===== config.mk =====
export PLATFORM = sky130hd
export DESIGN_NAME = lpt_rx_lane
export DESIGN_NICKNAME = d
export VERILOG_FILES = /design/src/rtl/lpt_pkg.sv /design/src/rtl/lpt_rx_lane.sv
export SDC_FILE = /design/constraint.sdc
export NUM_CORES = 1
export LEC_CHECK = 0
export ABC_AREA = 1
export ABC_CLOCK_PERIOD_IN_PS = 2700
export BUFFER_PORTS_ARGS = -buffer_cell sky130_fd_sc_hd__buf_2
export CAP_MARGIN = 25
export CORE_ASPECT_RATIO = 1.75
export CORE_MARGIN = 8
export CORE_UTILIZATION = 45
export DETAILED_ROUTE_END_ITERATION = 12
export PLACE_DENSITY = 0.66
export SLEW_MARGIN = 20
export SYNTH_ARGS = -nofsm -noshare
export SYNTH_HDL_FRONTEND = slang
export SYNTH_SLANG_ARGS = --single-unit

===== constraint.sdc =====
create_clock -name clk -period 2.7 [get_ports clk]
set_input_delay 0.27 -clock clk [delete_from_list [all_inputs] [get_ports clk]]
set_output_delay 0.27 -clock clk [all_outputs]
set_load 0.05 [all_outputs]

===== src/rtl/lpt_pkg.sv =====
package lpt_pkg;
  localparam int PAY_W  = 24;
  localparam int WORD_W = 32;
  localparam int CNT_W  = 32;

  function automatic logic [7:0] pay_sum(input logic [PAY_W-1:0] p);
    return p[23:16] ^ p[15:8] ^ p[7:0];
  endfunction

  function automatic logic [WORD_W-1:0] pack_data(input logic [PAY_W-1:0] p);
    return {p, pay_sum(p)};
  endfunction
endpackage


===== src/rtl/lpt_rx_lane.sv =====
module lpt_rx_lane
  import lpt_pkg::*;
#(
  parameter logic [WORD_W-1:0] COMMA = 32'h3CBC_F7BC
) (
  input  logic              clk,
  input  logic              rst,
  input  logic              in_valid,
  input  logic              in_ctrl,
  input  logic [WORD_W-1:0] in_word,
  input  logic              in_window,
  output logic [CNT_W-1:0]  word_cnt,
  output logic [CNT_W-1:0]  err_cnt,
  output logic [CNT_W-1:0]  realign_cnt,
  output logic [CNT_W-1:0]  unexp_cnt,
  output logic              err_flag
);
  logic [PAY_W-1:0] exp_q;
  logic             resync_q;

  logic             is_comma, corrupt, disc;
  logic [PAY_W-1:0] pay;

  always_comb begin
    pay      = in_word[WORD_W-1:8];
    is_comma = in_ctrl && (in_word == COMMA);
    corrupt  = in_ctrl ? !is_comma : (in_word[7:0] != pay_sum(pay));
    disc     = !in_ctrl && !corrupt && !resync_q && (pay != exp_q);
  end

  always_ff @(posedge clk) begin
    if (rst) begin
      exp_q       <= '0;
      resync_q    <= 1'b0;
      word_cnt    <= '0;
      err_cnt     <= '0;
      realign_cnt <= '0;
      unexp_cnt   <= '0;
      err_flag    <= 1'b0;
    end else if (in_valid) begin
      word_cnt <= word_cnt + 1'b1;
      if (is_comma) begin
        resync_q <= 1'b1;
        if (in_window) realign_cnt <= realign_cnt + 1'b1;
        else           unexp_cnt   <= unexp_cnt + 1'b1;
      end else if (corrupt) begin
        exp_q    <= exp_q + 1'b1;
        err_cnt  <= err_cnt + 1'b1;
        err_flag <= 1'b1;
      end else begin
        exp_q    <= pay + 1'b1;
        resync_q <= 1'b0;
        if (disc) begin
          err_cnt  <= err_cnt + 1'b1;
          err_flag <= 1'b1;
        end
      end
    end
  end
endmodule


# Word level (Yosys, flattened, before mapping)
# Cells that the tools add are included.
# word_totals
reg_bits,154
latch_bits,0
ramBits,0
rom_bits,0
in_bits,37
word_cells,43
mem_count,0
# op_classes
add_sub_neg,6
n_mul,0
n_div,0
n_lt_le_gt_ge,0
n_eq_ne,4
shift,0
muxes,8
n_bitwise,4
n_reduce_logical,14
# op_table
cell,n
32-bit by 1-bit adder with 32-bit output (second input constant),4
32-bit two-way mux,2
24-bit by 1-bit adder with 24-bit output (second input constant),2
32-bit by 30-bit equality test with 1-bit output (second input constant),1
24-bit two-way mux,1
24-bit != test,1
8-bit bitwise XOR,2
3-bit AND reduction,3
8-bit != test,1
1-bit two-way mux,5
1-bit logical AND,4
1-bit zero test,4
2-bit AND reduction,2
2-bit != test (second input constant),1
1-bit NOT,2
2-bit nonzero test,1

# Logic depth before layout (Yosys ltp)
# Gate-level depths: netlist of run 1.
# depth
word_depth,10
ltp_mapped,23

# Worst setup path after synthesis of run 1
# OpenSTA, ideal clock, no wires.
# synth_path
path_type,flip-flop to flip-flop
startpoint,register word_cnt[0]
endpoint,register word_cnt[24]
setup_ps,78
t_arrival_ps,2497
slack_ps,125
stages_incl_launch_ff,15
path_buffers,0
period_less_slack_ps,2575
path_cell_list,dfxtp_1 > ha_1 > nand3_1 > nor2_1 > nand2_1 > nor2_1 > nand3_1 > nor2_1 > and3_1 > nand4_1 > nor2_1 > nand2_1 > nor2_1 > a21oi_1 > nor3_1
# synth_via
elab_chain_cells,1
# synth_rtl
item,line_no,text
start: declaration,lpt_rx_lane.sv:12,"output logic [CNT_W-1:0] word_cnt,"
start signal: assignment,lpt_rx_lane.sv:41,word_cnt <= word_cnt + 1'b1;
32-bit by 1-bit adder with 32-bit output,lpt_rx_lane.sv:41,
# No other way between the ends.
# A chain may end at the register's enable or synchronous reset.

# Final worst setup path of run 1
# layout_path
startpoint,register word_cnt[1]
endpoint,register word_cnt[31]
# Same word-level chain as after synthesis.

==> qor.yml, run 1 <==
cts.path.max_buffers: 2
yosys.area.top_type: "dfxtp_1"
ys_ff_latch: 154
grt_overflow_total: 0
antenna_cells: 0
cts.sinks: 154
hold_violations: 0
wl_per_cell_um: 17.0
routed-wl-met2_um: 19700
drv_slew: 0
place_congestion: 1.04
hold_class: "input port to flip-flop"
cp.arrival_ns: 2.75
start_util_pct: 45.3
cts_buffers: 17
dpl.hpwl_um: 29300
die_w_um: 130
synthMuxAreaShare_pct: 0
drtAntennaViolNets: 0
setup_ws_ns: 0.284
end_kind: "flip-flop"
synth_fp_nets: 1670
synthAdderAreaFrac_pct: 0.612
cts_max_level: 4
drive_above_1_share_pct: 20.7
setup_viol: 0
pre_cts_ws_ns: -0.127
yosysTopAreaCellShare_pct: 30.1
fin_crit_sh_pct: 89.5
synth_top_family_by_area: "simple AND/OR/NAND/NOR gates"
synth_cells: 1628
crit_type: "flip-flop to flip-flop"
routed.top_layer: "met4"
coreArea_um2: 22600
power.leakage_nw: 5.51
wl_um: 37200
cp_max_fo: 4
synthSimpleGateAreaFrac_pct: 42.4
synthXorXnorAreaFrac_pct: 6.77
io_pins: 166
synth_area_um2: 10200
drc: 0
setup_tns_ns: 0
power_w: 0.00543
dr.pass1.iters: 5
rows: 73
worstSkewPairLatency_ns: 0.45
worst_slew_pin_slew_ns: 0.955
fmax_ghz: 0.414
cts_tree: "yes"
area_growth_pct: 23.5
cts-root-buf: "clkbuf_16"
grt_antenna_before_repair: 0
clk_pin_slew_ns: 0.07
vias: 11625
grt_max_degree: 58
seq_area_frac_synth_pct: 30.1
grt_pass1_vias: 11646
status: "finished, final reports clean"
grt_pass1_wl_um: 59300
required_ns: 3.04
avgSynthCellArea_um2: 6.28
fillers: 2335
fin_nets: 1917
dieHeight_um: 215
synth_cell_type_count: 49
port_buffers: 165
max_cap_violations: 0
max-vdd-ir-drop_v: 0.000498
vias_per_cell: 5.31
track_usage_pct: 27.0
ys_warn_count: 0
start_kind: "flip-flop"
synth-compound-area-share_pct: 10.2
synth_area_leaders: "dfxtp_1 (30%), nand2_1 (17%), inv_1 (6.6%)"
first_iter_violations: 662
drt-met1-wl_um: 13200
utilization_pct: 56.0
wl_met3_um: 2020
relSlewSlack_pct: 36.4
min_period_ns: 2.42
finalClockSkew_ns: 0.00648
dieArea_um2: 28000
pwr_density_cell_nw_per_um2: 430
## through the flow
step / hold WS [ns] / instance area, µm² / std cells
after detailed placement: 0.460 / 12000 / 2155
final: 0.207 / 12600 / 2188
after global routing: 0.244 / 12600 / 2188
after floorplan: 0.446 / 10200 / 1628
after CTS: 0.199 / 12600 / 2187
after global placement: 0.449 / 12000 / 2155
## final timing paths
check	end	slack, ns	from	cells past startpoint
setup / recovery	word_cnt[31]	0.28	word_cnt[1]	15
hold / removal	realign_cnt[3]	0.21	in_window	3
setup reg to reg	word_cnt[31]	0.28	word_cnt[1]	15
hold reg to reg	word_cnt[31]	0.47	word_cnt[31]	2
## power by group
| group | internal (W) | switching (W) | total, W |
|---|---|---|---|
| registers | 0.00230 | 0.0000348 | 0.00234 |
| logic | 0.000205 | 0.000383 | 0.000587 |
| clock network | 0.00148 | 0.00102 | 0.00250 |
## cells in the mapped netlist (all sizes together)
master,count
a211oi,3
a21o,1
a21oi,122
a31oi,3
and3,4
buf,22
clkbuf,22
clkinv,1
dfxtp,154
dlygate4sd1,1
ha,5
inv,192
nand2,488
nand3,111
nand4,48
nor2,188
nor3,77
nor3b,6
nor4,27
nor4b,1
o211a,1
o211ai,1
o21a,5
o21ai,60
o21bai,1
o221a,1
o31ai,1
or2,1
or3,1
or4,1
xnor2,24
xor2,55
## kinds of logic after synthesis
group | Yosys count
simple gates | 953
buf+inv | 238
compound gates | 199
flops | 154
xor+xnor | 79
fa+ha+maj | 5
## state kept, by name, indices dropped and copies added, names as in the netlist
signal,flops
err_cnt,32
err_flag,1
exp_q,24
realign_cnt,32
resync_q,1
unexp_cnt,32
word_cnt,32
## critical path: stages, from the launching register on
cell,delay [ns]
dfxtp_4,0.39
nand3_2,0.12
nor2_4,0.14
nand2_1,0.11
nor2_2,0.13
nand2_1,0.10
inv_2,0.09
nand4_1,0.17
nor4_4,0.33
nand3_2,0.13
inv_1,0.10
nand2_1,0.08
nor2_2,0.12
nand2_1,0.08
o21ai_0,0.15
a21oi_1,0.06
## layout by cell type, fill, tap and decap left out, types with 2 or more instances in the layout
cell type	n
nor2_1	164
inv_1	179
dfxtp_1	151
dfxtp_2	2
nor3_1	74
nor4_1	26
nand2_1	460
a211oi_1	3
buf_4	107
nand2_2	19
clkinv_4	2
nor2_4	9
xor2_1	55
inv_2	13
o21a_1	5
nor3_2	3
nand4_1	47
a21oi_1	122
nand2_4	9
clkinv_2	3
nand3_2	8
nor3b_1	6
nand3_1	102
a31oi_1	3
o21ai_0	52
inv_6	3
clkinvlp_4	2
buf_2	164
and3_1	4
xnor2_1	24
nor2_2	14
bufinv_16	3
ha_1	4
o21ai_1	8
buf_12	2
clkbuf_16	17
## layer usage
layer  vias to the layer above  track usage [%]
li1                       5770                -
met1                      5335             26.1
met2                       388             49.5
met3                       132             6.02
met4                         0             17.8
met5                         -                0
## layout make-up
cell class / instances / area [µm²] / area share, %
flip-flops and latches: 154 / 3090 / 24.5
well taps: 300 / 375 / 2.97
multi-input cells: 1236 / 6170 / 48.9
repair buffers: 273 / 1660 / 13.2
clock inverters: 13 / 164 / 1.30
clock buffers: 19 / 443 / 3.51
inverters: 193 / 724 / 5.73
## repair_timing
item | in CTS | in global routing
gates resized for setup | 0 | 15
buffers inserted | 0 | 1
setup endpoints to repair | 0 | 7
hold buffers | 0 | 0
Note: power is estimated with default switching activity, not from simulation.
==> run 2, diff against run 1 <==
--- a/config.mk
+++ b/config.mk
@@ -13,6 +13,7 @@
 export CORE_MARGIN = 8
 export CORE_UTILIZATION = 45
 export DETAILED_ROUTE_END_ITERATION = 12
+export MAX_ROUTING_LAYER = met4
 export PLACE_DENSITY = 0.66
 export SLEW_MARGIN = 20
 export SYNTH_ARGS = -nofsm -noshare
==> qor.yml, run 2 (same netlist as run 1, synthesis figures left out) <==
required_ns: 3.03  # about the same
final_cell_mix: "nand2_1 (460), inv_1 (179), nor2_1 (165)"
place_congestion: 1.09  # +4.8%
setup_ws_ns: 0.243  # -0.0408 ns
track_usage_pct: 27.4  # +0.38 points
wl_per_cell_um: 16.8  # -1.2%
max_cap_violations: 0  # unchanged
hold_class: "input port to flip-flop"
start_util_pct: 45.3  # unchanged
grt_max_degree: 58  # unchanged
vias_per_cell: 5.23  # -1.5%
cts_max_level: 4  # unchanged
clk_pin_slew_ns: 0.06  # about the same
cp_max_fo: 6  # +2
hold_violations: 0  # unchanged
rows: 73  # unchanged
cts.path.max_buffers: 2  # unchanged
min_period_ns: 2.46  # +0.0408 ns
dr.pass1.iters: 5  # unchanged
end_kind: "flip-flop"
worstSkewPairLatency_ns: 0.45  # about the same
power.leakage_nw: 5.51  # about the same
drc: 0  # unchanged
io_pins: 166  # unchanged
cts.sinks: 154  # unchanged
rsz0062_at_grt: "false"
start_kind: "flip-flop"
grt_overflow_total: 0  # unchanged
wl_um: 36900  # -0.98%
fin_crit_sh_pct: 91.0  # +1.5 points
coreArea_um2: 22600  # unchanged
pre_cts_ws_ns: -0.186  # -0.0584 ns
cts_buffers: 17  # unchanged
die_w_um: 130  # unchanged
cts-root-buf: "clkbuf_16"
whs_path_depth: 3  # unchanged
finalClockSkew_ns: 0.00826  # +0.00178 ns
dp.cells: 2156  # +0.046%
grt_pass1_wl_um: 58100  # -2.0%
fmax_ghz: 0.407  # -1.7%
port_buffers: 165  # unchanged
dieHeight_um: 215  # unchanged
worst_slew_pin_slew_ns: 0.944  # -0.0110 ns
rrSetupSlack_ns: 0.24  # -0.04 ns
r2r_end: "word_cnt[31]"
status: "finished, final reports clean"
setup_tns_ns: 0  # unchanged
hold_ws_ns: 0.211  # +0.00375 ns
first_iter_violations: 694  # +4.8%
area_growth_pct: 23.6  # about the same
pwr_density_cell_nw_per_um2: 414  # -3.7%
grt_pass1_vias: 11409  # -2.0%
worstHoldEndpoint: "realign_cnt[3]"
crit_type: "flip-flop to flip-flop"
layout_commonest_cell: "nand2_1"
dieArea_um2: 28000  # unchanged
grt_antenna_before_repair: 1  # +1
rr_startpoint: "word_cnt[2]"
vias: 11466  # -1.4%
worstRegToRegCells: 15  # unchanged
cp.arrival_ns: 2.79  # +0.04 ns
cts_tree: "yes"
dpl.hpwl_um: 29700  # +1.4%
setup_viol: 0  # unchanged
final_cells: 2192  # +0.18%
drv_slew: 0  # unchanged
fin_nets: 1921  # +0.21%
relSlewSlack_pct: 37.0  # +0.64 points
power_w: 0.00523  # -3.6%
cp-startpoint: "word_cnt[2]"
drive_above_1_share_pct: 20.6  # -0.033 points
drtAntennaViolNets: 0  # unchanged
hold_path_startpoint: "in_window"
max-vdd-ir-drop_v: 0.000605  # +21%
-- run 2: cell types whose count changed in the layout (fill, tap and decap cells not counted), moves of 2 or more --
cell,previous run,this run
bufinv_16,3,1
inv_6,3,0
clkinvlp_4,2,5
buf_12,2,4
clkbuf_8,1,3
buf_4,107,109
-- run 2: metal layers --
metal	wire length, µm	vias to the layer above	GRT usage, %
met5	0	-	-
met4	2180	0	17.0
met3	1630	115	4.40
met2	19900	334	50.1
met1	13200	5231	25.8
li1	-	5786	-
-- run 2: worst max-delay path by stage --
stage,slack [ns],endpoint,cells past startpoint
floorplan,0.12,word_cnt[24],14
global placement,-0.18,exp_q[22],21
detailed placement,-0.19,exp_q[23],22
CTS,0.08,word_cnt[31],15
global route,0.01,word_cnt[31],15
finish,0.24,word_cnt[31],15
-- run 2: layout make-up --
class	count	area (µm²)
Inverter	193	724
Tap cell	300	375
Clock inverter	10	95.1
Timing Repair Buffer	277	1720
Clock buffer	21	470
Sequential cell	154	3090
Multi-Input combinational cell	1236	6160
Antenna cell	1	2.50
Fill cell	2346	9920
-- run 2: worst max-delay path, cell delays in order (launching register included) --
cell,delay [ns]
dfxtp_4,0.38
nand3_1,0.12
nor2_2,0.19
nand2_1,0.12
nor2_2,0.14
nand2_1,0.08
inv_1,0.11
nand4_1,0.20
nor4_4,0.33
nand3_2,0.13
inv_2,0.08
nand2_1,0.08
nor2_2,0.11
nand2_1,0.08
o21ai_0,0.15
a21oi_1,0.06
-- run 2: where the power goes --
group          internal, W  switching [W]
clock network      0.00133       0.000979
logic             0.000208       0.000380
registers          0.00230      0.0000308
-- run 2: timing repair --
item	CTS	global route
buffers inserted	0	4
resized for setup	0	11
endpoints found under the setup margin	0	8
hold buffers	0	0
-- run 2: through the flow --
stage | utilization (%) | cell area [µm²]
finish | 56.0 | 12600
global route | 56.0 | 12600
CTS | 55.7 | 12600
detailed placement | 53.2 | 12000
global placement | 53.2 | 12000
floorplan | - | 10200
==> run 3, diff against run 2 <==
--- a/config.mk
+++ b/config.mk
@@ -6,7 +6,7 @@
 export NUM_CORES = 1
 export LEC_CHECK = 0
 export ABC_AREA = 1
-export ABC_CLOCK_PERIOD_IN_PS = 2700
+export ABC_CLOCK_PERIOD_IN_PS = 3000
 export BUFFER_PORTS_ARGS = -buffer_cell sky130_fd_sc_hd__buf_2
 export CAP_MARGIN = 25
 export CORE_ASPECT_RATIO = 1.75
==> constraint.sdc (replaced) <==
create_clock -name clk -period 3 [get_ports clk]
set_input_delay 0.3 -clock clk [delete_from_list [all_inputs] [get_ports clk]]
set_output_delay 0.3 -clock clk [all_outputs]
set_load 0.1 [all_outputs]
==> qor.yml, run 3 (same netlist as run 1, synthesis figures left out) <==
place_congestion: 1.10  # +0.72%
grt_pass1_vias: 11227  # -1.6%
post_cts_buffers: 0  # unchanged
track_usage_pct: 26.9  # -0.46 points
clk_pin_slew_ns: 0.06  # about the same
fmax_ghz: 0.378  # -7.1%
wl_per_cell_um: 17.2  # +2.5%
drtAntennaViolNets: 0  # unchanged
grtUsageMet2_pct: 48.3  # -1.8 points
max-vdd-ir-drop_v: 0.000428  # -29%
path_delay_family: "simple AND/OR/NAND/NOR gates"
fillers: 2430  # +3.6%
hold_violations: 0  # unchanged
rsz0062_at_grt: "false"
grtUsageMet3_pct: 6.02  # +1.6 points
setup_ws_ns: 0.356  # +0.112 ns
end_kind: "flip-flop"
cp-startpoint: "word_cnt[2]"
final_cells: 2103  # -4.1%
pwr_density_cell_nw_per_um2: 413  # -0.14%
dieArea_um2: 28000  # unchanged
final_cell_mix: "nand2_1 (460), inv_1 (180), nor2_1 (168)"
drv_slew: 0  # unchanged
cts_resized: 0  # unchanged
port_buffers: 165  # unchanged
place_area_um2: 11300  # -5.6%
worstSkewPairLatency_ns: 0.46  # about the same
rows: 73  # unchanged
area_growth_pct: 17.1
relSlewSlack_pct: 39.3  # +2.3 points
r2r_end: "word_cnt[31]"
cts_buffers: 17  # unchanged
required_ns: 3.34  # +0.31 ns
setup_tns_ns: 0  # unchanged
grt_max_degree: 58  # unchanged
cp_num_buf_inv: 2  # unchanged
crit_type: "flip-flop to flip-flop"
cp_common_cell: "nand2_1"
worst_slew_pin_slew_ns: 0.909  # -0.0342 ns
cp_max_fo: 6  # unchanged
first_iter_violations: 677  # -2.4%
grt_antenna_before_repair: 1  # unchanged
wl_um: 36300  # -1.7%
power.internal_w: 0.00363  # -5.4%
dpl.hpwl_um: 28600  # -3.8%
clockPowerShare_pct: 47.5  # +3.3 points
grt_overflow_total: 0  # unchanged
met1_usage_pct: 24.4  # -1.4 points
rr_startpoint: "word_cnt[2]"
finalClockSkew_ns: 0.00913  # +0.000870 ns
rrSetupSlack_ns: 0.36  # +0.11 ns
grt.busiest_layer: "met2"
grt_pass1_wl_um: 56900  # -2.1%
setup_viol: 0  # unchanged
regArea_um2: 3090  # about the same
cts_max_level: 4  # unchanged
endpoint: "word_cnt[31]"
vias: 11246  # -1.9%
coreArea_um2: 22600  # unchanged
cts_tree: "yes"
vias_per_cell: 5.35  # +2.2%
min_period_ns: 2.64  # +0.188 ns
final_area_um2: 12000  # -5.3%
power.leakage_nw: 5.09  # -7.7%
start_kind: "flip-flop"
cts.path.max_buffers: 2  # unchanged
die_w_um: 130  # unchanged
io_pins: 166  # unchanged
hold_class: "input port to flip-flop"
fin_crit_sh_pct: 88.1  # -2.8 points
hold_buffers: 0  # unchanged
drc: 0  # unchanged
worstRegToRegCells: 15  # unchanged
layout_commonest_cell: "nand2_1"
crit_cells: 15  # unchanged
dp.cells: 2070  # -4.0%
critPathSlowestCell: "dfxtp_1"
cp.arrival_ns: 2.98  # +0.19 ns
max_cap_violations: 0  # unchanged
slowest_delay_ns: 0.43  # +0.05 ns
cts-root-buf: "clkbuf_16"
hold_ws_ns: 0.203  # -0.00800 ns
sw_frac_of_total_pct: 26.6  # about the same
pwr-share-seq_pct: 42.5  # -2.1 points
p_sw_w: 0.00131  # -5.4%
dr.pass1.iters: 5  # unchanged
dieHeight_um: 215  # unchanged
multi_input_area_um2: 6130  # -0.53%
combPwrFrac_pct: 10.0  # -1.2 points
worstPathCellList: "nand3_1, nor2_2, nand2_1, nor2_2, nand2_1, inv_1, nand4_1, nor4_2, nand3_1, inv_1, nand2_1, nor2_1, nand2_1, o21ai_0, a21oi_1"
cts.sinks: 154  # unchanged
start_util_pct: 45.3  # unchanged
pre_cts_ws_ns: 0.124  # +0.309 ns
status: "finished, final reports clean"
fin_nets: 1831  # -4.7%
drive_above_1_share_pct: 16.4  # -4.3 points
-- run 3: worst min-delay path by stage --
stage	from	depth (start not counted)	slack [ns]	endpoint
2_1_floorplan	resync_q	2	0.45	resync_q
6_report	in_valid	2	0.20	word_cnt[0]
4_1_cts	in_valid	2	0.17	word_cnt[0]
3_5_place_dp	err_flag	2	0.46	err_flag
3_3_place_gp	err_flag	2	0.45	err_flag
5_1_grt	in_valid	2	0.18	word_cnt[0]
-- run 3: routing by layer --
metal / wire, µm / share of wire (%) / vias up
met4: 2350 / 6.5 / 0
met2: 19400 / 53 / 365
met3: 1880 / 5.2 / 142
li1: - / - / 5611
met5: 0 / 0 / -
met1: 12700 / 35 / 5128
-- run 3: final cells by class --
type,count,share of cell area [%]
repair buffers,187,8.51
diodes,1,0.0209
clock buffers,19,3.70
inverters,193,6.05
clock inverters,13,1.60
flip-flops and latches,154,25.8
well taps,300,3.14
multi-input cells,1236,51.2
-- run 3: through the flow --
step	utilization, %	total power [W]
floorplan	-	0.00247
global placement	50.2	0.00263
detailed placement	50.2	0.00264
CTS	53.1	0.00498
global route	53.1	0.00511
finish	53.1	0.00495
-- run 3: power groups by stage --
stage	sequential [W]	combinational (W)	clock [W]
after floorplan	0.00218	0.000283	0
after CTS	0.00210	0.000488	0.00239
after global routing	0.00211	0.000539	0.00247
after global placement	0.00215	0.000486	0
after detailed placement	0.00215	0.000486	0
final	0.00210	0.000493	0.00235
